<file path="config.mk">
export PLATFORM = sky130hd
export DESIGN_NAME = gpio_xpander
export DESIGN_NICKNAME = d
export VERILOG_FILES = /design/src/rtl/gx_pkg.sv /design/src/rtl/gx_sync.sv /design/src/rtl/gx_bank.sv /design/src/rtl/gx_irq_out.sv /design/src/rtl/gpio_xpander.sv
export SDC_FILE = /design/constraint.sdc
export NUM_CORES = 1
export LEC_CHECK = 0
export BUFFER_PORTS_ARGS = -buffer_cell sky130_fd_sc_hd__buf_4
export CORE_ASPECT_RATIO = 1.2
export CORE_MARGIN = 4
export CORE_UTILIZATION = 45
export CTS_CLUSTER_DIAMETER = 40
export CTS_CLUSTER_SIZE = 8
export DETAILED_ROUTE_END_ITERATION = 12
export PLACE_DENSITY = 0.79
export SYNTH_ARGS = -nofsm -noshare
export SYNTH_HDL_FRONTEND = slang
export SYNTH_SLANG_ARGS = --single-unit
export TNS_END_PERCENT = 5
</file>
<file path="constraint.sdc">
create_clock -name clk -period 1.4 [get_ports clk]
set_input_delay 0.14 -clock clk [delete_from_list [all_inputs] [get_ports clk]]
set_output_delay 0.14 -clock clk [all_outputs]
set_load 0.01 [all_outputs]
</file>
<file path="src/rtl/gx_pkg.sv">
package gx_pkg;
    parameter int BANK_W = 8;
    parameter int ADDR_W = 4;
    localparam int NBANK = 2;
    localparam int PIN_W = BANK_W * NBANK;

    typedef enum logic [2:0] {
        FLD_DIR  = 3'd0,
        FLD_POL  = 3'd1,
        FLD_IEN  = 3'd2,
        FLD_OUT  = 3'd3,
        FLD_IN   = 3'd4,
        FLD_CFG  = 3'd5,
        FLD_RSV6 = 3'd6,
        FLD_RSV7 = 3'd7
    } fld_e;

    typedef struct packed {
        logic irq_hi;
        logic mirror;
    } cfg_t;

    function automatic fld_e field_of(input logic [ADDR_W-1:0] a);
        return fld_e'(a[3:1]);
    endfunction

    function automatic logic irq_level(input logic pend, input logic hi);
        return hi ? pend : ~pend;
    endfunction
endpackage

</file>
<file path="src/rtl/gx_sync.sv">
module gx_sync #(
    parameter int W = 8
) (
    input  logic         clk,
    input  logic         rst,
    input  logic [W-1:0] d,
    output logic [W-1:0] q
);
    logic [W-1:0] stage1;

    always_ff @(posedge clk) begin
        if (rst) begin
            stage1 <= '0;
            q      <= '0;
        end else begin
            stage1 <= d;
            q      <= stage1;
        end
    end
endmodule

</file>
<file path="src/rtl/gx_bank.sv">
module gx_bank
    import gx_pkg::*;
#(
    parameter int W = 8
) (
    input  logic         clk,
    input  logic         rst,
    input  logic         wr_en,
    input  fld_e         wr_fld,
    input  logic [W-1:0] wdata,
    input  logic [W-1:0] pin_s,
    input  logic         rd_clr,
    output logic [W-1:0] dir,
    output logic [W-1:0] pol,
    output logic [W-1:0] ien,
    output logic [W-1:0] olat,
    output logic [W-1:0] in_val,
    output logic         pend
);
    logic [W-1:0] snap;
    logic [W-1:0] watch;
    logic [W-1:0] diff;

    assign watch  = ien & dir;
    assign diff   = (pin_s ^ snap) & watch;
    assign in_val = pin_s ^ pol;

    always_ff @(posedge clk) begin
        if (rst) begin
            dir  <= '1;
            pol  <= '0;
            ien  <= '0;
            olat <= '0;
        end else if (wr_en) begin
            case (wr_fld)
                FLD_DIR: dir  <= wdata;
                FLD_POL: pol  <= wdata;
                FLD_IEN: ien  <= wdata;
                FLD_OUT: olat <= wdata;
                default: ;
            endcase
        end
    end

    always_ff @(posedge clk) begin
        if (rst) begin
            snap <= '0;
            pend <= 1'b0;
        end else if (rd_clr) begin
            snap <= pin_s;
            pend <= 1'b0;
        end else begin
            snap <= (snap & watch) | (pin_s & ~watch);
            if (|diff) pend <= 1'b1;
        end
    end

    // reset leaves every pin an input
    p_reset_dir_r2: assert property (@(posedge clk) rst |=> (dir == '1 && pend == 1'b0));

    // an enabled input differing from the snapshot raises pending
    p_set_on_change_r5: assert property (@(posedge clk) disable iff (rst)
        ((|((pin_s ^ snap) & ien & dir)) && !rd_clr) |=> pend);

    // pending holds until the read-clear
    p_sticky_r6: assert property (@(posedge clk) disable iff (rst)
        (pend && !rd_clr) |=> pend);

    // read-clear drops pending on the next cycle
    p_clear_r7: assert property (@(posedge clk) disable iff (rst)
        rd_clr |=> !pend);
endmodule

</file>
<file path="src/rtl/gx_irq_out.sv">
module gx_irq_out
    import gx_pkg::*;
(
    input  logic pend_a,
    input  logic pend_b,
    input  cfg_t cfg,
    output logic irq_a,
    output logic irq_b
);
    logic line_a;
    logic line_b;

    always_comb begin
        if (cfg.mirror) begin
            line_a = pend_a | pend_b;
            line_b = 1'b0;
        end else begin
            line_a = pend_a;
            line_b = pend_b;
        end
    end

    assign irq_a = irq_level(line_a, cfg.irq_hi);
    assign irq_b = irq_level(line_b, cfg.irq_hi);
endmodule

</file>
<file path="src/rtl/gpio_xpander.sv">
module gpio_xpander
    import gx_pkg::*;
#(
    parameter int BW = gx_pkg::BANK_W,
    parameter int AW = gx_pkg::ADDR_W
) (
    input  logic                clk,
    input  logic                rst,
    input  logic                reg_wr,
    input  logic                reg_rd,
    input  logic [AW-1:0]       reg_addr,
    input  logic [BW-1:0]       reg_wdata,
    output logic [BW-1:0]       reg_rdata,
    input  logic [2*BW-1:0]     pad_in,
    output logic [2*BW-1:0]     pad_out,
    output logic [2*BW-1:0]     pad_oe,
    output logic                irq_a,
    output logic                irq_b
);
    localparam int NB = 2;
    localparam int PW = NB * BW;

    fld_e          fld;
    logic          bsel;
    logic [PW-1:0] pin_s;
    logic [BW-1:0] dir_q  [NB];
    logic [BW-1:0] pol_q  [NB];
    logic [BW-1:0] ien_q  [NB];
    logic [BW-1:0] olat_q [NB];
    logic [BW-1:0] inv_q  [NB];
    logic [NB-1:0] pend;
    logic [NB-1:0] rd_in;
    logic [NB-1:0] rd_clr;
    cfg_t          cfg;

    assign fld  = field_of(reg_addr);
    assign bsel = reg_addr[0];

    gx_sync #(.W(PW)) u_sync (
        .clk (clk),
        .rst (rst),
        .d   (pad_in),
        .q   (pin_s)
    );

    for (genvar gb = 0; gb < NB; gb++) begin : g_bank
        assign rd_in[gb] = reg_rd && (fld == FLD_IN) && (bsel == 1'(gb));

        gx_bank #(.W(BW)) u_bank (
            .clk    (clk),
            .rst    (rst),
            .wr_en  (reg_wr && (bsel == 1'(gb))),
            .wr_fld (fld),
            .wdata  (reg_wdata),
            .pin_s  (pin_s[gb*BW +: BW]),
            .rd_clr (rd_clr[gb]),
            .dir    (dir_q[gb]),
            .pol    (pol_q[gb]),
            .ien    (ien_q[gb]),
            .olat   (olat_q[gb]),
            .in_val (inv_q[gb]),
            .pend   (pend[gb])
        );

        assign pad_out[gb*BW +: BW] = olat_q[gb];
        assign pad_oe[gb*BW +: BW]  = ~dir_q[gb];
    end

    assign rd_clr[0] = rd_in[0];
    assign rd_clr[1] = rd_in[1] | (rd_in[0] & cfg.mirror);

    always_ff @(posedge clk) begin
        if (rst) begin
            cfg <= '0;
        end else if (reg_wr && fld == FLD_CFG && !bsel) begin
            cfg <= cfg_t'(reg_wdata[1:0]);
        end
    end

    always_comb begin
        case (fld)
            FLD_DIR: reg_rdata = dir_q[bsel];
            FLD_POL: reg_rdata = pol_q[bsel];
            FLD_IEN: reg_rdata = ien_q[bsel];
            FLD_OUT: reg_rdata = olat_q[bsel];
            FLD_IN:  reg_rdata = inv_q[bsel];
            FLD_CFG: reg_rdata = bsel ? '0 : {{(BW-2){1'b0}}, cfg};
            default: reg_rdata = '0;
        endcase
    end

    gx_irq_out u_irq (
        .pend_a (pend[0]),
        .pend_b (pend[1]),
        .cfg    (cfg),
        .irq_a  (irq_a),
        .irq_b  (irq_b)
    );

    // in mirror mode a bank A input read leaves irq_a inactive next cycle
    p_mirror_clear_r9: assert property (@(posedge clk) disable iff (rst)
        (reg_rd && !reg_wr && fld == FLD_IN && !bsel && cfg.mirror) |=> (irq_a == !cfg.irq_hi));

    // unmapped addresses read as zero
    p_unmapped_zero_r11: assert property (@(posedge clk) disable iff (rst)
        (reg_addr > AW'(10)) |-> (reg_rdata == '0));
endmodule

</file>
==> impl_metrics.toml, run 1 <==
[sta]
clock_period_minus_worst_slack_ns = 1.76
maxSlewHeadroom_pct = 72.8
hold_violation_total_from_the_final_report = 0
final.period_utilization_pct = 126
final.setup_skew_ns = 0.00485
rsz0062_at_grt = "true"
finalSetupViolCount = 8
summed_negative_setup_slack_over_all_endpoints_ns = -1.58
worst_slew_pin_slew_ns = 0.404
maxClockFrequency_ghz = 0.567
timing.final.ws_setup_ns = -0.363
hold_slack_ns = 0.0221
max_slew_violations = 0

[flow_run]
number_of_max_cap_violations = 0

[clock_network]
max-clock-path-buffers = 2
path_clk_slew_ns = 0.06
cts_root_buf = "clkbuf_16"
htree_num_levels = 4
tritoncts = "built"
cts.sinks = 116
worstSkewPairLatency_ns = 0.41
cts-buffers-inserted = 17

[setup_path]
timing.critical_path.arrival_ns = 1.62
critical_path_end_type = "primary output"
path_class = "register to primary output"
setup.worst_path.start_class = "register"
path_cells = "mux2i_1 -> nor2_1 -> a2111oi_2 -> o21ai_1 -> buf_4"
critical_path.max_fanout = 2
crit_slowest_cell = "a2111oi_2"
cp_data_required_time_ns = 1.26
worst_path_largest_cell_delay_ns = 0.37

[layout]
finish.utilization_pct = 62.9
finalNetCount = 737
area_delta_synth_final_pct = 34.6
nFillCells = 891
seqCellArea_sq_um = 2350
post_route_cells_drive_above_1_share_pct = 26.6
multi_input_area_sq_um = 2650
diodes = 0

[routing]
vias = 4685
routed_via_density = 5.37
met2_length_microns = 7370
met1_length_microns = 5950
detail_route.wl_per_cell_microns = 16.9
wl_met3_microns = 978
top_layer_used = "met4"
drtIter0Drc = 349
route.detailed.drc = 0
drt_pass1_iterations = 5
route.final.wire_length_microns = 14800
ant_nets = 0

[synthesis]
synthesis.instances = 592
avgSynthCellArea_sq_um = 8.84
postSynth.topFlopCell = "dfxtp_1"
yosys.area_share.simple_pct = 16.3
ys_seq_area_share_pct = 44.4
synth_top_family_by_area = "simple AND/OR/NAND/NOR gates"
synth.area.mux_share_pct = 12.2
yosys_register_bits = 116
synthesis.nets = 624
yosys.cell_types.count = 39
synth_compound_area_share_pct = 15.9
synth_fa_ha_area_share_pct = 0
yosysWarnings = 0
yosys.area_share.xor_xnor_pct = 5.69
synth-edff-count = 0
synth_cell_area_sq_um = 5230
synth-async-reset-ratio_pct = 0

[floorplanning]
die_area_sq_um = 13400
rows = 42
die-height_microns = 126
initial_core_util_pct = 46.7
floorplan.die.width_microns = 106
core_region_area_sq_um = 11200
io_pins = 74

[grt]
grt_pass1_vias = 4688
grt_first_pass_wirelength_microns = 23800
grt_overflow = 0
grt.total_usage_pct = 22.6
grt_antenna_before_repair = 0
grt_max_degree = 40

[placement]
dp_worst_setup_slack_ns = -0.240
quantity_of_i_o_buffers_inserted_on_ports = 73
gp_congestion = 0.940
post-dp-hpwl_microns = 10500

[status]
violations = "setup timing"
outcome = "complete, but fails checks"

[hold_path]
worst_hold_path_type = "input port to register"

[power]
power_per_cell_area_nw_per_um2 = 1230
power_w = 0.00865
worst_ir_drop_vdd_mv = 0.896
cellLeakagePower_nw = 3.13
[per-layer routing]
layer	global-route usage, %	vias up
met5	0	-
met3	5.53	37
met2	37.7	181
met4	10.6	0
met1	27.3	2225
li1	-	2242
[what timing repair did]
action | 4_1_cts | 5_1_grt
setup endpoints to repair | 10 | 13
gates cloned | 0 | 0
pin swaps | 5 | 2
hold buffers | 16 | 0
gates resized for setup | 31 | 4
endpoints found under the hold margin | 16 | 0
setup buffers | 0 | 1
[cell type report]
cell class,count,area share [%]
inverters,16,0.853
clock inverters,14,2.52
clock buffers,18,6.24
multi-input cells,414,37.6
well taps,154,2.74
flip-flops and latches,116,33.4
repair buffers,140,16.6
[cell usage in the layout (no fill, tap or decap), types with 4 or more instances in the layout]
cell / count
clkinv_4: 5
dfxtp_1: 95
a211o_1: 16
nor2b_1: 33
xnor2_1: 20
o21bai_1: 4
clkbuf_16: 17
dfxtp_2: 20
nor2_1: 70
nand3_1: 4
o211ai_1: 4
buf_12: 6
o21ai_0: 28
a21oi_1: 51
o21ai_1: 12
o22ai_1: 19
dlygate4sd3_1: 16
mux2i_1: 64
nand2_1: 47
inv_1: 16
buf_4: 117
xor2_1: 14
[per-stage QoR]
step | area [sq um] | instances
after floorplan | 5230 | 592
after CTS | 7020 | 871
after global placement | 6190 | 823
after detailed placement | 6190 | 823
final | 7040 | 872
after global routing | 7040 | 872
[Yosys cell counts, types with 2 or more instances]
cell | count | area share, %
nor2_1 | 70 | 5.0
buf_8 | 2 | 0.57
buf_6 | 3 | 0.65
xnor2_1 | 20 | 3.3
or3b_1 | 2 | 0.33
nand2_1 | 47 | 3.4
a211o_1 | 16 | 2.7
nor2_2 | 2 | 0.24
a31oi_1 | 3 | 0.36
inv_1 | 16 | 1.1
mux2i_1 | 64 | 12
nor2_8 | 2 | 0.77
o21bai_1 | 4 | 0.57
dfxtp_1 | 116 | 44
o21ai_1 | 9 | 0.86
buf_2 | 9 | 0.86
nand2b_1 | 3 | 0.36
o22ai_1 | 19 | 2.3
nor2b_1 | 34 | 4.1
clkbuf_1 | 29 | 2.1
o211ai_1 | 4 | 0.57
a21oi_1 | 52 | 5.0
o21ai_0 | 31 | 3.0
buf_1 | 3 | 0.22
nand3_1 | 4 | 0.38
xor2_1 | 14 | 2.3
a2111oi_0 | 2 | 0.33
[critical path: cells and delay by family (launching register included)]
kind,cells,cell delay [ns]
compound gates,2,0.50
flops,1,0.31
mux,1,0.16
buf+inv,1,0.16
simple gates,1,0.08
[power breakdown]
| part | internal [W] | switching [W] | leakage [nW] |
|---|---|---|---|
| Sequential | 0.00339 | 0.0000673 | 0.952 |
| Combinational | 0.000354 | 0.000365 | 1.87 |
| Clock | 0.00287 | 0.00161 | 0.301 |
[worst paths after layout]
check / from / endpoint / slack (ns) / cells past startpoint
worst max-delay path: g_bank[1].u_bank.dir[0] / reg_rdata[0] / -0.36 / 5
worst min-delay path: reg_wdata[3] / g_bank[1].u_bank.dir[3] / 0.02 / 2
worst max register to register: cfg[0] / register / 0.14 / 4
worst min register to register: u_sync.stage1[2] / u_sync.q[2] / 0.44 / 1
[kinds of logic (layout without fill, tap and decap cells)]
kind of cell | Yosys count | after routing
xor gates and xnor gates | 34 | 34
and+or+nand+nor | 174 | 174
buffers and inverters | 62 | 188
muxes | 64 | 64
DFF | 116 | 116
AOI/OAI and AO/OA | 142 | 142
Note: power is estimated with default switching activity, not from simulation.
==> run 2, diff against run 1 <==
--- a/config.mk
+++ b/config.mk
@@ -12,6 +12,7 @@
 export CTS_CLUSTER_DIAMETER = 40
 export CTS_CLUSTER_SIZE = 8
 export DETAILED_ROUTE_END_ITERATION = 12
+export MAX_ROUTING_LAYER = met4
 export PLACE_DENSITY = 0.79
 export SYNTH_ARGS = -nofsm -noshare
 export SYNTH_HDL_FRONTEND = slang
==> run 2 against run 1 <==
Net effect:
- the run still ends with setup timing left
- setup slack got worse by 0.019 ns
- via count increased by 1.8%
- clock-buffer cell count unchanged
- core utilization increased by 2.0 points
- largest cell class unchanged
- largest power group unchanged
==> impl_metrics.toml, run 2 (same netlist as run 1, synthesis figures left out) <==
[status]
outcome = "complete, but fails checks"
violations = "setup timing"

[floorplanning]
io_pins = 74
die-height_microns = 126
core_region_area_sq_um = 11200
die_area_sq_um = 13400
floorplan.die.width_microns = 106
initial_core_util_pct = 46.7
rows = 42

[sta]
worst_slew_pin_slew_ns = 0.459
finalSetupViolCount = 8
maxClockFrequency_ghz = 0.561
final.setup_skew_ns = 0.00466
maxSlewHeadroom_pct = 69.4
clock_period_minus_worst_slack_ns = 1.78
hold_slack_ns = 0.0223
timing.final.ws_setup_ns = -0.382
max_slew_violations = 0
hold_violation_total_from_the_final_report = 0
final.period_utilization_pct = 127
rsz0062_at_grt = "true"

[grt]
grt_first_pass_wirelength_microns = 23700
grt.total_usage_pct = 23.0
grt_max_degree = 42
grt_overflow = 0
grt_antenna_before_repair = 0
grt_pass1_vias = 4711

[layout]
post_route_cells_drive_above_1_share_pct = 30.8
layout_commonest_cell = "buf_4"
finalNetCount = 747
diodes = 0
post-route-cell-area_sq_um = 7260
layoutNonFillerInstCount = 881
finish.utilization_pct = 64.9
nFillCells = 865
layout.cells.most_common_list = "buf_4, dfxtp_1, nor2_1"
area_delta_synth_final_pct = 38.8

[placement]
dpl-instance-area_sq_um = 6260
placed_cells_incl_taps = 832
quantity_of_i_o_buffers_inserted_on_ports = 73
dp_worst_setup_slack_ns = -0.302
post-dp-hpwl_microns = 10500
gp_congestion = 0.883

[routing]
vias = 4769
ant_nets = 0
detail_route.wl_per_cell_microns = 16.9
routed_via_density = 5.41
drt_pass1_iterations = 5
route.detailed.drc = 0
drtIter0Drc = 361
route.final.wire_length_microns = 14900

[clock_network]
htree_num_levels = 4
worstSkewPairLatency_ns = 0.42
cts_root_buf = "clkbuf_16"
max-clock-path-buffers = 2
tritoncts = "built"
cts-buffers-inserted = 17
path_clk_slew_ns = 0.05
cts.sinks = 116

[setup_path]
path_cells = "mux2i_1 -> nor2_1 -> a2111oi_2 -> o21ai_1 -> buf_4"
crit_slowest_cell = "a2111oi_2"
reg2reg_from = "cfg[0]"
path_class = "register to primary output"
setup.worst_path.start_class = "register"
ff2ff_setup_slack_ns = 0.09
crit_buf_inv = 1
ff2ff_path_depth = 4
timing.critical_path.arrival_ns = 1.64
critical_path_end_type = "primary output"
critical-path-top-delay-family = "compound AO/OA/AOI/OAI gates"
worst_path_largest_cell_delay_ns = 0.39
critical_path.max_fanout = 3
cp_data_required_time_ns = 1.26

[hold_path]
whs_path_depth = 2
worst_hold_path_type = "input port to register"
holdCritStartpoint = "reg_wdata[3]"
whs_endpoint = "g_bank[1].u_bank.dir[3]"

[power]
worst_ir_drop_vdd_mv = 0.884
cellLeakagePower_nw = 3.16
power_per_cell_area_nw_per_um2 = 1210

[flow_run]
number_of_max_cap_violations = 0
-- run 2: report_power, final --
| part | switching (W) | internal, W |
|---|---|---|
| Clock | 0.00154 | 0.00300 |
| Sequential | 0.0000686 | 0.00339 |
| Combinational | 0.000379 | 0.000386 |
| Total | 0.00199 | 0.00678 |
-- run 2: worst max-delay path by stage --
| stage | slack, ns | to | cells past startpoint | startpoint |
|---|---|---|---|---|
| detailed placement | -0.30 | reg_rdata[0] | 6 | reg_addr[1] |
| floorplan | 0.008 | reg_rdata[1] | 6 | reg_addr[0] |
| global route | -0.47 | reg_rdata[0] | 5 | g_bank[0].u_bank.pol[0] |
| CTS | -0.40 | reg_rdata[0] | 5 | g_bank[0].u_bank.pol[0] |
| global placement | -0.23 | reg_rdata[4] | 8 | reg_addr[0] |
| finish | -0.38 | reg_rdata[0] | 5 | g_bank[0].u_bank.pol[0] |
-- run 2: final cells by class --
cell class	count	area (sq um)	share of cell area [%]
Inverter	16	60.1	0.827
Multi-Input combinational cell	414	2750	37.9
Clock buffer	18	439	6.05
Timing Repair Buffer	150	1260	17.4
Tap cell	154	193	2.65
Clock inverter	13	184	2.53
Sequential cell	116	2370	32.6
-- run 2: routing by layer --
layer  track usage, %  wire length (microns)
met1             27.3                   6370
met5                -                      0
met4             8.73                    366
met3             6.29                    811
met2             37.4                   7360
-- run 2: what timing repair did --
| item | in CTS | in global routing |
|---|---|---|
| setup endpoints to repair | 11 | 11 |
| hold endpoints to repair | 20 | 0 |
| hold buffers | 18 | 0 |
| buffers inserted | 0 | 0 |
| pin swaps | 5 | 6 |
| gates resized for setup | 39 | 32 |
-- run 2: per-stage QoR --
step | TNS [ns] | total power [W]
after floorplan | 0 | 0.00389
after global placement | -7.53 | 0.00419
final | -1.53 | 0.00877
after global routing | -2.17 | 0.00906
after detailed placement | -9.36 | 0.00421
after CTS | -1.65 | 0.00878
==> run 3, diff against run 2 <==
--- a/config.mk
+++ b/config.mk
@@ -5,6 +5,7 @@
 export SDC_FILE = /design/constraint.sdc
 export NUM_CORES = 1
 export LEC_CHECK = 0
+export ABC_AREA = 1
 export BUFFER_PORTS_ARGS = -buffer_cell sky130_fd_sc_hd__buf_4
 export CORE_ASPECT_RATIO = 1.2
 export CORE_MARGIN = 4
@@ -13,7 +14,7 @@
 export CTS_CLUSTER_SIZE = 8
 export DETAILED_ROUTE_END_ITERATION = 12
 export MAX_ROUTING_LAYER = met4
-export PLACE_DENSITY = 0.79
+export PLACE_DENSITY = 0.78
 export SYNTH_ARGS = -nofsm -noshare
 export SYNTH_HDL_FRONTEND = slang
 export SYNTH_SLANG_ARGS = --single-unit
==> run 3 against run 2 <==
Net effect:
- highest routed layer unchanged
- cell count increased by 24%
- the run still ends with setup timing left
- power up 5.6%
- sequential share of layout area decreased by 0.40 points
- setup slack improved by 0.20 ns
- sequential power barely moved
- clock skew is 0.0052 ns higher
- register-to-register slack improved by 0.11 ns
==> impl_metrics.toml, run 3 <==
[status]
outcome = "complete, but fails checks"
violations = "setup timing"

[synthesis]
area_contributors_post_synth = "dfxtp_1, nand2_1, nor2_1"
synth-async-reset-ratio_pct = 0
synth_largest_type_area_fraction_pct = 42.6
yosys_register_bits = 116
yosys.cell_types.count = 30
avgSynthCellArea_sq_um = 6.64
postSynth.topFlopCell = "dfxtp_1"
synth-edff-count = 0
post_synth_most_frequent_cells = "nand2_1, nor2_1, inv_1"
synthesis.instances = 822
synthesis.nets = 854
synth_cell_area_sq_um = 5460
yosysWarnings = 0
synth.most_common_cell = "nand2_1"
synth_top_area_cell = "dfxtp_1"
ys_seq_area_share_pct = 42.6

[routing]
ant_nets = 0
drtIter0Drc = 410
detail_route.wl_per_cell_microns = 14.2
routed_via_density = 5.07
route.detailed.drc = 0
vias = 5538
route.final.wire_length_microns = 15500
drt_pass1_iterations = 4

[grt]
grt.total_usage_pct = 23.6
grt_overflow = 0
grt_max_degree = 77
grt_antenna_before_repair = 0
grt_first_pass_wirelength_microns = 24800
grt_pass1_vias = 4983

[setup_path]
crit_slowest_cell = "dfxtp_2"
setup.worst_path.start_class = "register"
critical-path-top-delay-family = "simple AND/OR/NAND/NOR gates"
path_cells = "inv_2 -> or2_4 -> nand3_2 -> nand3_2 -> nand4_1 -> buf_4"
critical_path_end_type = "primary output"
path_class = "register to primary output"
cp_data_required_time_ns = 1.26
ff2ff_setup_slack_ns = 0.20
crit_buf_inv = 2
cp_common_cell = "nand3_2"
reg2reg_from = "cfg[0]"
worst_path_largest_cell_delay_ns = 0.34
ff2ff_path_depth = 4
timing.critical_path.arrival_ns = 1.44
critical_path.max_fanout = 3

[clock_network]
max-clock-path-buffers = 2
tritoncts = "built"
path_clk_slew_ns = 0.05
worstSkewPairLatency_ns = 0.41
htree_num_levels = 4
cts.sinks = 116
cts_root_buf = "clkbuf_16"
cts-buffers-inserted = 17

[sta]
finalSetupViolCount = 8
hold_violation_total_from_the_final_report = 0
clock_period_minus_worst_slack_ns = 1.58
maxSlewHeadroom_pct = 67.1
final.period_utilization_pct = 113
timing.final.ws_setup_ns = -0.177
rsz0062_at_grt = "true"
max_slew_violations = 0
maxClockFrequency_ghz = 0.634
hold_slack_ns = 0.0501
final.setup_skew_ns = 0.00987
worst_slew_pin_slew_ns = 0.492

[layout]
seqCellArea_sq_um = 2350
diodes = 0
layout.cells.most_common_list = "nand2_1, nor2_1, inv_1"
post_route_cells_drive_above_1_share_pct = 22.6
multi_input_area_sq_um = 2570
layout_commonest_cell = "nand2_1"
finalNetCount = 955
layoutNonFillerInstCount = 1092
area_delta_synth_final_pct = 33.8
nFillCells = 1040

[power]
power_report.internal_total_w = 0.00726
seq_power_share_pct = 37.6
cellLeakagePower_nw = 3.56
power_switching_w = 0.00200
combinationalPowerShare_pct = 8.5
worst_ir_drop_vdd_mv = 0.695
power_per_cell_area_nw_per_um2 = 1270
sw_frac_of_total_pct = 21.6
power_frac_clock_pct = 53.8

[placement]
gp_congestion = 0.918
quantity_of_i_o_buffers_inserted_on_ports = 73
placed_cells_incl_taps = 1040
post-dp-hpwl_microns = 10600

[floorplanning]
core_region_area_sq_um = 11700
die_area_sq_um = 14000
initial_core_util_pct = 46.5
die-height_microns = 129
rows = 43
io_pins = 74
floorplan.die.width_microns = 109

[hold_path]
whs_endpoint = "g_bank[0].u_bank.dir[7]"
worst_hold_path_type = "input port to register"
holdCritStartpoint = "reg_wdata[7]"
whs_path_depth = 3

[flow_run]
number_of_max_cap_violations = 0
[run 3: layer usage]
layer / track usage (%) / up-vias / part of all wire (%) / wire length (microns)
met5: - / - / 0 / 0
met4: 10.5 / 0 / 3.3 / 505
met3: 4.62 / 46 / 7.8 / 1200
met2: 37.3 / 223 / 47 / 7340
met1: 29.3 / 2504 / 42 / 6420
li1: - / 2765 / - / -
[run 3: kinds of logic (layout without fill, tap and decap cells)]
group           Yosys count  in the layout  synth area share, %
simple gates            371            371                 28.8
buf+inv                 169            282                 12.3
compound gates          162            162                 15.7
flops                   116            116                 42.6
xor+xnor                  4              4                0.642
[run 3: what timing repair did]
| item | in CTS | in global routing |
|---|---|---|
| endpoints found under the setup margin | 10 | 10 |
| hold endpoints to repair | 16 | 0 |
| hold buffers | 16 | 0 |
| buffers inserted | 5 | 0 |
| resized for setup | 39 | 30 |
| pin swaps | 8 | 5 |
[run 3: worst max-delay path by stage]
| stage | start | endpoint | slack (ns) | cells after the start |
|---|---|---|---|---|
| finish | u_sync.q[15] | reg_rdata[7] | -0.18 | 6 |
| global route | u_sync.q[12] | reg_rdata[4] | -0.22 | 7 |
| CTS | u_sync.q[15] | reg_rdata[7] | -0.19 | 6 |
| detailed placement | reg_addr[0] | g_bank[0].u_bank.olat[5] | 0.008 | 8 |
| global placement | reg_addr[0] | g_bank[0].u_bank.pol[4] | 0.03 | 7 |
| floorplan | reg_addr[0] | reg_rdata[1] | 0.23 | 8 |
[run 3: power by group through the flow]
| stage | Sequential (W) | Combinational, W | Clock [W] |
|---|---|---|---|
| after floorplan | 0.00353 | 0.000418 | 0 |
| after global placement | 0.00355 | 0.000695 | 0 |
| after detailed placement | 0.00355 | 0.000703 | 0 |
| after CTS | 0.00348 | 0.000775 | 0.00503 |
| after global routing | 0.00350 | 0.000868 | 0.00519 |
| final | 0.00349 | 0.000789 | 0.00499 |
[run 3: worst register-to-register path: stages (launching register included)]
cell      delay [ns]
dfxtp_4         0.37
o211ai_4        0.44
nand3_1         0.14
nand2_1         0.10
nor2_1          0.04
[run 3: layout make-up]
| class | count | area share, % |
|---|---|---|
| Timing Repair Buffer | 118 | 13.6 |
| Clock inverter | 9 | 2.71 |
| Sequential cell | 116 | 32.2 |
| Clock buffer | 22 | 6.63 |
| Inverter | 133 | 6.98 |
| Tap cell | 157 | 2.69 |
| Multi-Input combinational cell | 537 | 35.1 |
[run 3: metrics by stage]
stage,power [W],utilization [%],TNS [ns],cell area [sq um],setup slack [ns]
finish,0.00926,62.2,-1.11,7300,-0.177
global route,0.00956,62.2,-1.54,7300,-0.225
CTS,0.00929,61.9,-1.26,7260,-0.194
detailed placement,0.00425,53.6,0,6280,0.00839
global placement,0.00424,53.6,0,6280,0.0332
floorplan,0.00395,-,0,5460,0.235
